`config.mk`:
```
export PLATFORM = sky130hd
export DESIGN_NAME = ccr_flags_top
export DESIGN_NICKNAME = d
export VERILOG_FILES = /design/src/rtl/ccr_pkg.sv /design/src/rtl/ccr_flag_next.sv /design/src/rtl/ccr_flag_store.sv /design/src/rtl/ccr_cond_eval.sv /design/src/rtl/ccr_flags_top.sv
export SDC_FILE = /design/constraint.sdc
export NUM_CORES = 1
export LEC_CHECK = 0
export CAP_MARGIN = 20
export CORE_MARGIN = 8
export CORE_UTILIZATION = 20
export DETAILED_ROUTE_END_ITERATION = 12
export HOLD_SLACK_MARGIN = 0.05
export PLACE_DENSITY = 0.72
export SETUP_SLACK_MARGIN = 0.02
export SLEW_MARGIN = 40
export SYNTH_ARGS = -nofsm -noshare
export SYNTH_HDL_FRONTEND = slang
export SYNTH_SLANG_ARGS = --single-unit
```
`constraint.sdc`:
```
create_clock -name clk -period 1.08 [get_ports clk]
set_input_delay 0.216 -clock clk [delete_from_list [all_inputs] [get_ports clk]]
set_output_delay 0.216 -clock clk [all_outputs]
set_load 0.1 [all_outputs]
```
`src/rtl/ccr_pkg.sv`:
```
// Package: shared encodings for the condition code flag register.
// Assumes: a 2-bit operation class and a 4-bit condition code.
package ccr_pkg;

    localparam int OPC_W  = 2;
    localparam int COND_W = 4;

    typedef enum logic [OPC_W-1:0] {
        OPC_NONE  = 2'b00,
        OPC_LOGIC = 2'b01,
        OPC_ARITH = 2'b10,
        OPC_RSVD  = 2'b11
    } opc_e;

    typedef enum logic [COND_W-1:0] {
        CND_ALWAYS = 4'd0,
        CND_EQ     = 4'd1,
        CND_NE     = 4'd2,
        CND_NEG    = 4'd3,
        CND_GTZ    = 4'd4,
        CND_CS     = 4'd5,
        CND_VS     = 4'd6,
        CND_NEVER  = 4'd7,
        CND_PL     = 4'd8,
        CND_CC     = 4'd9,
        CND_VC     = 4'd10,
        CND_LEZ    = 4'd11
    } cond_e;

    typedef struct packed {
        logic n;
        logic z;
        logic v;
        logic c;
    } flags_t;

endpackage

```
`src/rtl/ccr_flag_next.sv`:
```
// Module: ccr_flag_next
// Computes the next flag value and the load strobe from the operation
// that the execution unit presents.
// Assumes: the result is two's complement, so its top bit is the sign.
module ccr_flag_next
    import ccr_pkg::*;
#(
    parameter int DATA_W = 32
) (
    input  logic              upd_en,
    input  logic [OPC_W-1:0]  op_class,
    input  logic [DATA_W-1:0] result,
    input  logic              carry,
    input  logic              ovf,
    input  flags_t            cur,
    output flags_t            nxt,
    output logic              load
);

    localparam int SIGN_BIT = DATA_W - 1;

    opc_e cls;
    logic is_arith;
    logic is_logic;

    assign cls      = opc_e'(op_class);
    assign is_arith = (cls == OPC_ARITH);
    assign is_logic = (cls == OPC_LOGIC);

    // Purpose: load only for a real operation class while enabled.
    always_comb begin
        load = upd_en && (is_arith || is_logic);
    end

    // Purpose: form new flags; V and C follow only arithmetic operations.
    always_comb begin
        nxt.n = result[SIGN_BIT];
        nxt.z = (result == '0);
        nxt.v = is_arith ? ovf   : cur.v;
        nxt.c = is_arith ? carry : cur.c;
    end

endmodule

```
`src/rtl/ccr_flag_store.sv`:
```
// Module: ccr_flag_store
// Holds the four flags; loads on strobe, clears on synchronous reset.
// Assumes: rst_n is active low and sampled on the rising edge.
module ccr_flag_store
    import ccr_pkg::*;
(
    input  logic   clk,
    input  logic   rst_n,
    input  logic   load,
    input  flags_t nxt,
    output flags_t q
);

    // Purpose: flag register with synchronous clear and load enable.
    always_ff @(posedge clk) begin
        if (!rst_n) begin
            q <= '0;
        end else if (load) begin
            q <= nxt;
        end
    end

    // a reset edge leaves all flags cleared
    p_reset_clear_r1: assert property (@(posedge clk)
        !rst_n |=> (q == '0));

    // without a load the stored value stays put
    p_hold_without_load_r7: assert property (@(posedge clk) disable iff (!rst_n)
        !load |=> $stable(q));

endmodule

```
`src/rtl/ccr_cond_eval.sv`:
```
// Module: ccr_cond_eval
// Evaluates a branch condition code against the stored flags.
// Assumes: codes above the last assigned one are never taken.
module ccr_cond_eval
    import ccr_pkg::*;
(
    input  logic [COND_W-1:0] cond_sel,
    input  flags_t            flags,
    output logic              taken
);

    cond_e sel;
    assign sel = cond_e'(cond_sel);

    // Purpose: map the selected condition onto the flags.
    always_comb begin
        case (sel)
            CND_ALWAYS: taken = 1'b1;
            CND_EQ:     taken = flags.z;
            CND_NE:     taken = !flags.z;
            CND_NEG:    taken = flags.n;
            CND_GTZ:    taken = !flags.n && !flags.z;
            CND_CS:     taken = flags.c;
            CND_VS:     taken = flags.v;
            CND_NEVER:  taken = 1'b0;
            CND_PL:     taken = !flags.n;
            CND_CC:     taken = !flags.c;
            CND_VC:     taken = !flags.v;
            CND_LEZ:    taken = flags.n || flags.z;
            default:    taken = 1'b0;
        endcase
    end

    // Purpose: guard the fixed and complementary codes.
    always_comb begin
        if (sel == CND_ALWAYS) begin
            a_always_r8: assert (taken);
        end
        if (cond_sel > COND_W'(CND_LEZ)) begin
            a_unassigned_r9: assert (!taken);
        end
    end

endmodule

```
`src/rtl/ccr_flags_top.sv`:
```
// Module: ccr_flags_top
// Condition code flag register with branch-condition evaluator.
// Assumes: the execution unit supplies carry and overflow; the flags it
// records become visible one rising edge after the operation.
module ccr_flags_top
    import ccr_pkg::*;
#(
    parameter int DATA_W = 32
) (
    input  logic              clk,
    input  logic              rst_n,
    input  logic              upd_en,
    input  logic [1:0]        op_class,
    input  logic [DATA_W-1:0] alu_result,
    input  logic              alu_carry,
    input  logic              alu_ovf,
    input  logic [3:0]        cond_sel,
    output logic              flag_n,
    output logic              flag_z,
    output logic              flag_v,
    output logic              flag_c,
    output logic              cond_true
);

    flags_t cur_flags;
    flags_t nxt_flags;
    logic   do_load;

    ccr_flag_next #(.DATA_W(DATA_W)) u_next (
        .upd_en   (upd_en),
        .op_class (op_class),
        .result   (alu_result),
        .carry    (alu_carry),
        .ovf      (alu_ovf),
        .cur      (cur_flags),
        .nxt      (nxt_flags),
        .load     (do_load)
    );

    ccr_flag_store u_store (
        .clk   (clk),
        .rst_n (rst_n),
        .load  (do_load),
        .nxt   (nxt_flags),
        .q     (cur_flags)
    );

    ccr_cond_eval u_eval (
        .cond_sel (cond_sel),
        .flags    (cur_flags),
        .taken    (cond_true)
    );

    assign flag_n = cur_flags.n;
    assign flag_z = cur_flags.z;
    assign flag_v = cur_flags.v;
    assign flag_c = cur_flags.c;

    // sign of an accepted result lands in N
    p_sign_to_n_r2: assert property (@(posedge clk) disable iff (!rst_n)
        (upd_en && (op_class == 2'b01 || op_class == 2'b10))
        |=> (flag_n == $past(alu_result[DATA_W-1])));

    // an all-zero accepted result sets Z
    p_zero_to_z_r3: assert property (@(posedge clk) disable iff (!rst_n)
        (upd_en && (op_class == 2'b01 || op_class == 2'b10))
        |=> (flag_z == ($past(alu_result) == '0)));

    // arithmetic copies overflow and carry
    p_arith_vc_r4: assert property (@(posedge clk) disable iff (!rst_n)
        (upd_en && op_class == 2'b10)
        |=> (flag_v == $past(alu_ovf) && flag_c == $past(alu_carry)));

    // logic leaves V and C alone
    p_logic_keeps_vc_r5: assert property (@(posedge clk) disable iff (!rst_n)
        (upd_en && op_class == 2'b01) |=> ($stable(flag_v) && $stable(flag_c)));

    // no enable or a non-operation class holds every flag
    p_idle_hold_r6: assert property (@(posedge clk) disable iff (!rst_n)
        (!upd_en || op_class == 2'b00 || op_class == 2'b11)
        |=> ($stable(flag_n) && $stable(flag_z) && $stable(flag_v) && $stable(flag_c)));

endmodule

```
**Word level (Yosys, flattened, before mapping)**

Index checks and enable logic that the tools add are counted.
Widths: inputs -> output; s select.

- Flip-flop bits (word level): 4
- Bits in latches: 0
- Output and inout bits: 5
- Input bits: 43
- Memories: 0
- ROM bits: 0
- RAM bits: 0
- Word-level logic and storage cells: 28

- Reductions and logical operators: 11
- Add/sub/neg operators: 0
- Magnitude comparators: 0
- Equality and inequality tests: 12
- Mux-type cells: 1
- Bitwise logic cells: 0
- $mul: 0
- Shift-type cells: 0
- Div/mod/pow operators: 0

Operator list:

| cell | number |
|---|---|
| $logic_not 32->1 | 1 |
| $eq 4x4->1 const B | 4 |
| $eq 4x3->1 const B | 3 |
| $pmux 1 s11 | 1 |
| $eq 4x2->1 const B | 2 |
| $eq 4x1->1 const B | 1 |
| $logic_not 1->1 | 4 |
| $logic_not 4->1 | 1 |
| $eq 2x1->1 const B | 1 |
| $eq 2x2->1 const B | 1 |
| $logic_and 1x1->1 | 2 |
| $logic_or 1x1->1 | 2 |
| $reduce_and 2->1 | 1 |

**Depth between registers and ports, before layout**

Gate-level depths: netlist of the first run.

- Depth after elaboration: 4
- Depth in mapped cells: 5
- Gate-level depth less buffers: 5

**Cells and area by module**

A second synthesis of the first run with hierarchy kept.

- Cell total of the unflattened synthesis: 45
- Area total of the unflattened synthesis: 376.6 um^2

Modules (own cells, without submodules):

| module | cells each | area an instance (um^2) | instances | sequential area each (um^2) |
|---|---|---|---|---|
| ccr_flag_store | 13 | 156.4 | 1 | 80.1 |
| ccr_flag_next | 17 | 125.1 | 1 | 0.0 |
| ccr_cond_eval | 15 | 95.1 | 1 | 0.0 |

**Least setup slack after synthesis of the first run**

Ideal clock, no wire load.

- Path kind: reg2out
- Start point: register u_store.q[0] (netlist name)
- End point: output port cond_true
- Path buffers: 0
- Arrival time: 2.796 ns
- Setup slack: -1.932 ns
- Data required time: 0.864 ns
- Stages on the path, launching flop included: 5
- Path through: dfxtp_1 > nand2_1 > o21ai_1 > a222oi_1 > o22ai_1

- Longest elaborated chain between the ends: 2

RTL lines:

| item | RTL line | text |
|---|---|---|
| start: declaration | ccr_flag_store.sv:11 | `output flags_t q` |
| start signal: assignment | ccr_flag_store.sv:19 | `q <= nxt;` |
| $logic_not 1->1 | ccr_cond_eval.sv:27 | `CND_CC: taken = !flags.c;` |
| $pmux 1 s11 * | ccr_cond_eval.sv:17 | `case (sel)` |
| end: declaration | ccr_flags_top.sv:22 | `output logic cond_true` |

Mark *: on every way between the ends. The rest lies on a longest branch, timed or not.

**Worst setup path in the final report of the first run**

- Start point: register u_store.q[1] (netlist name)
- End point: output port cond_true

- Longest elaborated chain between the ends: 2

RTL lines:

| item | RTL line | text |
|---|---|---|
| $logic_not 1->1 | ccr_cond_eval.sv:28 | `CND_VC: taken = !flags.v;` |
| $pmux 1 s11 * | ccr_cond_eval.sv:17 |  |

Marked as above.

==> results.md, run 1 <==
- LEAKAGE: just over 0.5 nW
- Headroom to the max-slew limit: 73.6%
- Netlist cell types: 24
- # IOs: 48
- Hold_buf cts: 0
- Root Driver: clkbuf_4
- Final net count: 158
- HP Class: in -> reg
- Top reg by flops: u_store.q
- Initial drt markers: 8
- Mapped Nets: 90
- Number of global-route vias before repair: 769
- Setup ws final: -700 ps
- Tmin final: 1780 ps
- Pin count of the biggest net entering global routing: 9
- CP startpoint: u_store.q[1]$_SDFFE_PN0P_
- ANT cells: 0
- Routability Congestion: 0.776
- Clk_lat worst skew: 230 ps
- CP endpoint kind: output port
- Hold Path Stages: 4
- Max reg flops: 4
- Layout cells sized above 1: 40.2%
- Fmax: 562 MHz
- Clk buf depth: 2
- VDD IR max: 378 uV
- First-pass GRT wire length: 3270 um
- Syn avg cell area: 7.29 um2
- Total gr overflow: 0
- RSZ-0062 raised after global routing: yes
- Port Buffers: 47
- Sequential-to-total area share from yosys stat: 23.9%
- Largest regs: u_store.q x4
- CTS H-tree lvls: 1
- Sink Count: 4
- Core area: 1540 um2
- Worst-path fanout max: 3
- Share of the synthesized area in the top cell type: a little under a quarter
- R2R Path Start: u_store.q[0]$_SDFFE_PN0P_
- Routed Antenna Nets: 0
- Cell Area, Synth: roughly 340 um2
- Pre-CTS WS: -880 ps
- Most common cell after layout, fill and taps aside: dlygate4sd2_1
- Failing checks: setup timing
- CP Data Required Time: 860 ps
- Min-delay src: alu_result[27]
- Yosys warning count: 0
- Count of state elements after synthesis: 4
- DR vias: 632
- Worst-path clk slew: roughly 40 ps
- WL/cell: 15.8 um
- Initial core utilization: 21.8%
- Area growth syn-to-layout: 246%
- CP Class: reg -> out
- Site row count: 14
- Setup TNS: -813 ps
- Final Cycle Share: 165%
- Cells after Synth: 46
- CTS buffer count: 3
- Routed wire length: 2030 um
- WHS: approximately 330 ps
- Synth top area cells: dfxtp_1 (24%), nor4_1 (11%), nand2_1 (7.8%)
- DIE HEIGHT: 56.9 um
- Final setup viols: 3
- CTS tree: done
- DR vias/cell: 4.94
- Fin Clk Skew: 0 ps
- Reg2reg path depth: 4
- Die Wd: 56.9 um
- Final Hold Viols: 0
- Maxcap violations: 0
- Number of remaining DRC errors: 0
- Pwr/cell area: between 600 and 700 nW/um2
- Initial antenna violation count: 0
- First-pass DRT Iterations: 4
- CP Launch Type: flop
- Total GRT Usage: 12.6%
- Most frequent cells in the layout: dlygate4sd2_1 (24), buf_4 (12), clkdlybuf4s50_1 (10)
- Slew Viols, Final: 0
- Least-Margin Pin Slew: approximately 400 ps
- DIE AREA: between 3000 and 4000 um2
- Status: finished with violations
- Finished Layout Cells: 128
- Cell taking the most area after synthesis: dfxtp_1
- Critical path arrival: 1560 ps
- Cell total after placement: 121
cell type report:
cell class | instances | area (um2)
clock buffer | 3 | 22.5
multi-input combinational | 40 | 374
sequential | 4 | 95.1
timing repair buffer | 63 | 641
fill | 121 | 382
inverter | 2 | 7.51
tap | 16 | 20.0
per-stage QoR:
stage	power (mW)	utilization, %	instance area, um2
final	0.721	75.2	1160
after floorplan	0.278	-	395
after CTS	0.725	73.0	1120
after global placement	0.521	66.6	1030
after global routing	0.768	75.2	1160
after detailed placement	0.533	66.6	1030
repair_timing:
item,CTS,global route
hold endpoints to repair,0,0
endpoints found under the setup margin,7,6
pin swaps,14,9
resized for setup,44,8
setup buffers,3,3
metal layers:
layer,vias to the layer above,part of all wire [%],track usage [%]
met3,4,6.2,4.87
li1,313,-,-
met4,0,1.7,7.05
met2,31,57,25.1
met1,284,35,10.0
met5,-,0,0
critical path: stages (launching register included):
cell and delay (ps):
dfxtp_4 340, nand3b_1 80, o21ai_1 80, a222oi_1 390, buf_4 190, o22ai_4 70, buf_12 180
Yosys cell counts (all sizes together):
master  n
nor4    6
dfxtp   4
a222oi  1
nand2b  1
nand3   4
nor3    1
nor4b   1
o22ai   1
inv     2
a21boi  2
a311oi  1
nor2b   1
o21ai   3
nor2    3
nand3b  1
nand4   1
a21oi   1
mux2i   1
ha      1
o32ai   1
nand2   7
and2b   1
a211oi  1
logic make-up after synthesis:
| kind of cell | share of synthesized area [%] |
|---|---|
| compound gates | 22.8 |
| fa+ha+maj | 3.73 |
| buf+inv | 2.24 |
| simple gates | 44.4 |
| mux | 2.99 |
| flops | 23.9 |
path summary, 6_finish.rpt:
check	end	slack [ps]
setup / recovery	cond_true	-700
hold / removal	u_store.q[2]$_SDFFE_PN0P_	330
setup reg to reg	u_store.q[0]$_SDFFE_PN0P_	270
hold reg to reg	u_store.q[2]$_SDFFE_PN0P_	640
report_power, final:
group / total, mW / switching (mW) / internal [mW]
sequential: 0.153 / 0.00671 / 0.147
clock: 0.186 / 0.0613 / 0.124
combinational: 0.382 / 0.170 / 0.212
Power figures use the tool's default switching activity.
==> run 2: changes to the inputs <==
--- a/config.mk
+++ b/config.mk
@@ -6,7 +6,6 @@
 export NUM_CORES = 1
 export LEC_CHECK = 0
 export CAP_MARGIN = 20
-export CORE_MARGIN = 8
 export CORE_UTILIZATION = 20
 export DETAILED_ROUTE_END_ITERATION = 12
 export HOLD_SLACK_MARGIN = 0.05
==> run 2 against run 1 <==
The run still ends with setup timing left; sequential share of layout area is 0.30 points higher; critical path type unchanged; die area decreased by 43%; worst hold slack gained 26 ps; largest cell class unchanged; register-to-register slack lost 40 ps; via count decreased by 2.1%; worst setup slack gained 130 ps.
==> results.md, run 2 (same netlist as run 1, synthesis figures left out) <==
- Status: finished with violations
- Failing checks: setup timing
- DR vias: 619
- LEAKAGE: 0.501 nW
- Routed Antenna Nets: 0
- CP Data Required Time: 860 ps
- Root Driver: clkbuf_4
- Fin Clk Skew: 0 ps
- Layout cells sized above 1: 40.9%
- ANT cells: 0
- Final net count: roughly 160
- Clk buf depth: 2
- Final Hold Viols: 0
- Worst-path fanout max: 4
- Final setup viols: 2
- Worst-path clk slew: 40 ps
- Most common cell after layout, fill and taps aside: dlygate4sd2_1
- Number of remaining DRC errors: 0
- CP startpoint: u_store.q[2]$_SDFFE_PN0P_
- CP Launch Type: flop
- Headroom to the max-slew limit: 78.9%
- Total power: 706 uW
- Total GRT Usage: 18.9%
- Initial antenna violation count: 0
- CP Class: reg -> out
- Initial core utilization: 21.8%
- Hold Path Stages: 4
- Initial drt markers: 4
- Pin count of the biggest net entering global routing: 8
- VDD IR max: 344 uV
- Port Buffers: 47
- Setup ws final: -573 ps
- Number of global-route vias before repair: 687
- Dpl hpwl: 1250 um
- Least-Margin Pin Slew: 313 ps
- Largest regs: u_store.q x4
- Slew Viols, Final: 0
- Pwr/cell area: 631 nW/um2
- Min-delay src: alu_result[17]
- WL/cell: 12.8 um
- Top reg by flops: u_store.q
- Hold_buf cts: 0
- DR vias/cell: 4.91
- Maxcap violations: 0
- First-pass GRT wire length: 2640 um
- CTS tree: done
- Site row count: 14
- # IOs: 48
- RSZ-0062 raised after global routing: yes
- Most frequent cells in the layout: dlygate4sd2_1 (27), buf_4 (11), nand2_1 (7)
- Fmax: 605 MHz
- First-pass DRT Iterations: 4
- Routability Congestion: 0.747
- Area growth syn-to-layout: 234%
- Tmin final: ~1700 ps
- Setup TNS: -574 ps
- Final Cycle Share: 153%
- CP endpoint kind: output port
- Die Wd: 42.9 um
- HP Class: in -> reg
- Filler cell count: 118
- Core area: 1540 um2
- Max reg flops: 4
- Reg2reg path depth: 4
- DIE HEIGHT: roughly 43 um
- Sink Count: 4
- CTS H-tree lvls: 1
- R2R Path Start: u_store.q[2]$_SDFFE_PN0P_
- Clk_lat worst skew: 230 ps
- DIE AREA: 1840 um2
- Total gr overflow: 0
- Routed wire length: ~1600 um
- CTS buffer count: 3
- Critical path arrival: 1440 ps
[run 2: worst max-delay path, stage by stage (launching register included)]
cell and delay (ps):
dfxtp_4 350, nand2_1 60, o21ai_0 130, a311oi_4 360
o22ai_4 120, buf_12 180
[run 2: timing repair]
item                                    CTS  global route
buffers inserted                          3             3
gates cloned                              0             0
pin swaps                                15             8
gates resized for setup                  48            13
endpoints found under the setup margin    7             6
[run 2: final cells by class]
class / count / area (um2) / share of cell area, %
inverters: 2 / 7.51 / 0.671
flip-flops and latches: 4 / 95.1 / 8.50
well taps: 16 / 20.0 / 1.79
clock buffers: 3 / 22.5 / 2.01
multi-input cells: 40 / 365 / 32.7
repair buffers: 61 / 608 / 54.4
[run 2: per-stage QoR]
| stage | worst slack (ps) | util, % | cell area [um2] | hold slack [ps] | cells |
|---|---|---|---|---|---|
| 5_1_grt | -648 | 72.6 | 1120 | 395 | 126 |
| 3_3_place_gp | -756 | 66.1 | 1020 | 496 | 120 |
| 2_1_floorplan | -591 | - | 395 | 343 | 46 |
| 6_report | -573 | 72.6 | 1120 | 359 | 126 |
| 3_5_place_dp | -797 | 66.1 | 1020 | 501 | 120 |
| 4_1_cts | -611 | 70.5 | 1090 | 420 | 125 |
[run 2: report_power, final]
| part | total [mW] | internal (mW) | switching, mW | leakage (nW) |
|---|---|---|---|---|
| Clock | 0.190 | 0.125 | 0.0652 | 0.0138 |
| Combinational | 0.365 | 0.199 | 0.166 | 0.452 |
| Sequential | 0.151 | 0.147 | 0.00441 | 0.0355 |
| Total | 0.706 | 0.471 | 0.236 | 0.501 |
[run 2: path summary, 6_finish.rpt]
check	end	slack, ps
worst min register to register	u_store.q[0]$_SDFFE_PN0P_	610
worst min-delay path	u_store.q[2]$_SDFFE_PN0P_	360
worst max-delay path	cond_true	-570
worst max register to register	u_store.q[2]$_SDFFE_PN0P_	230
[run 2: per-layer routing]
layer	vias up	wire length (um)	GRT usage, %
li1	310	-	-
met1	272	567	17.9
met2	33	907	38.5
met3	4	107	1.70
met4	0	34	10.3
met5	-	0	0
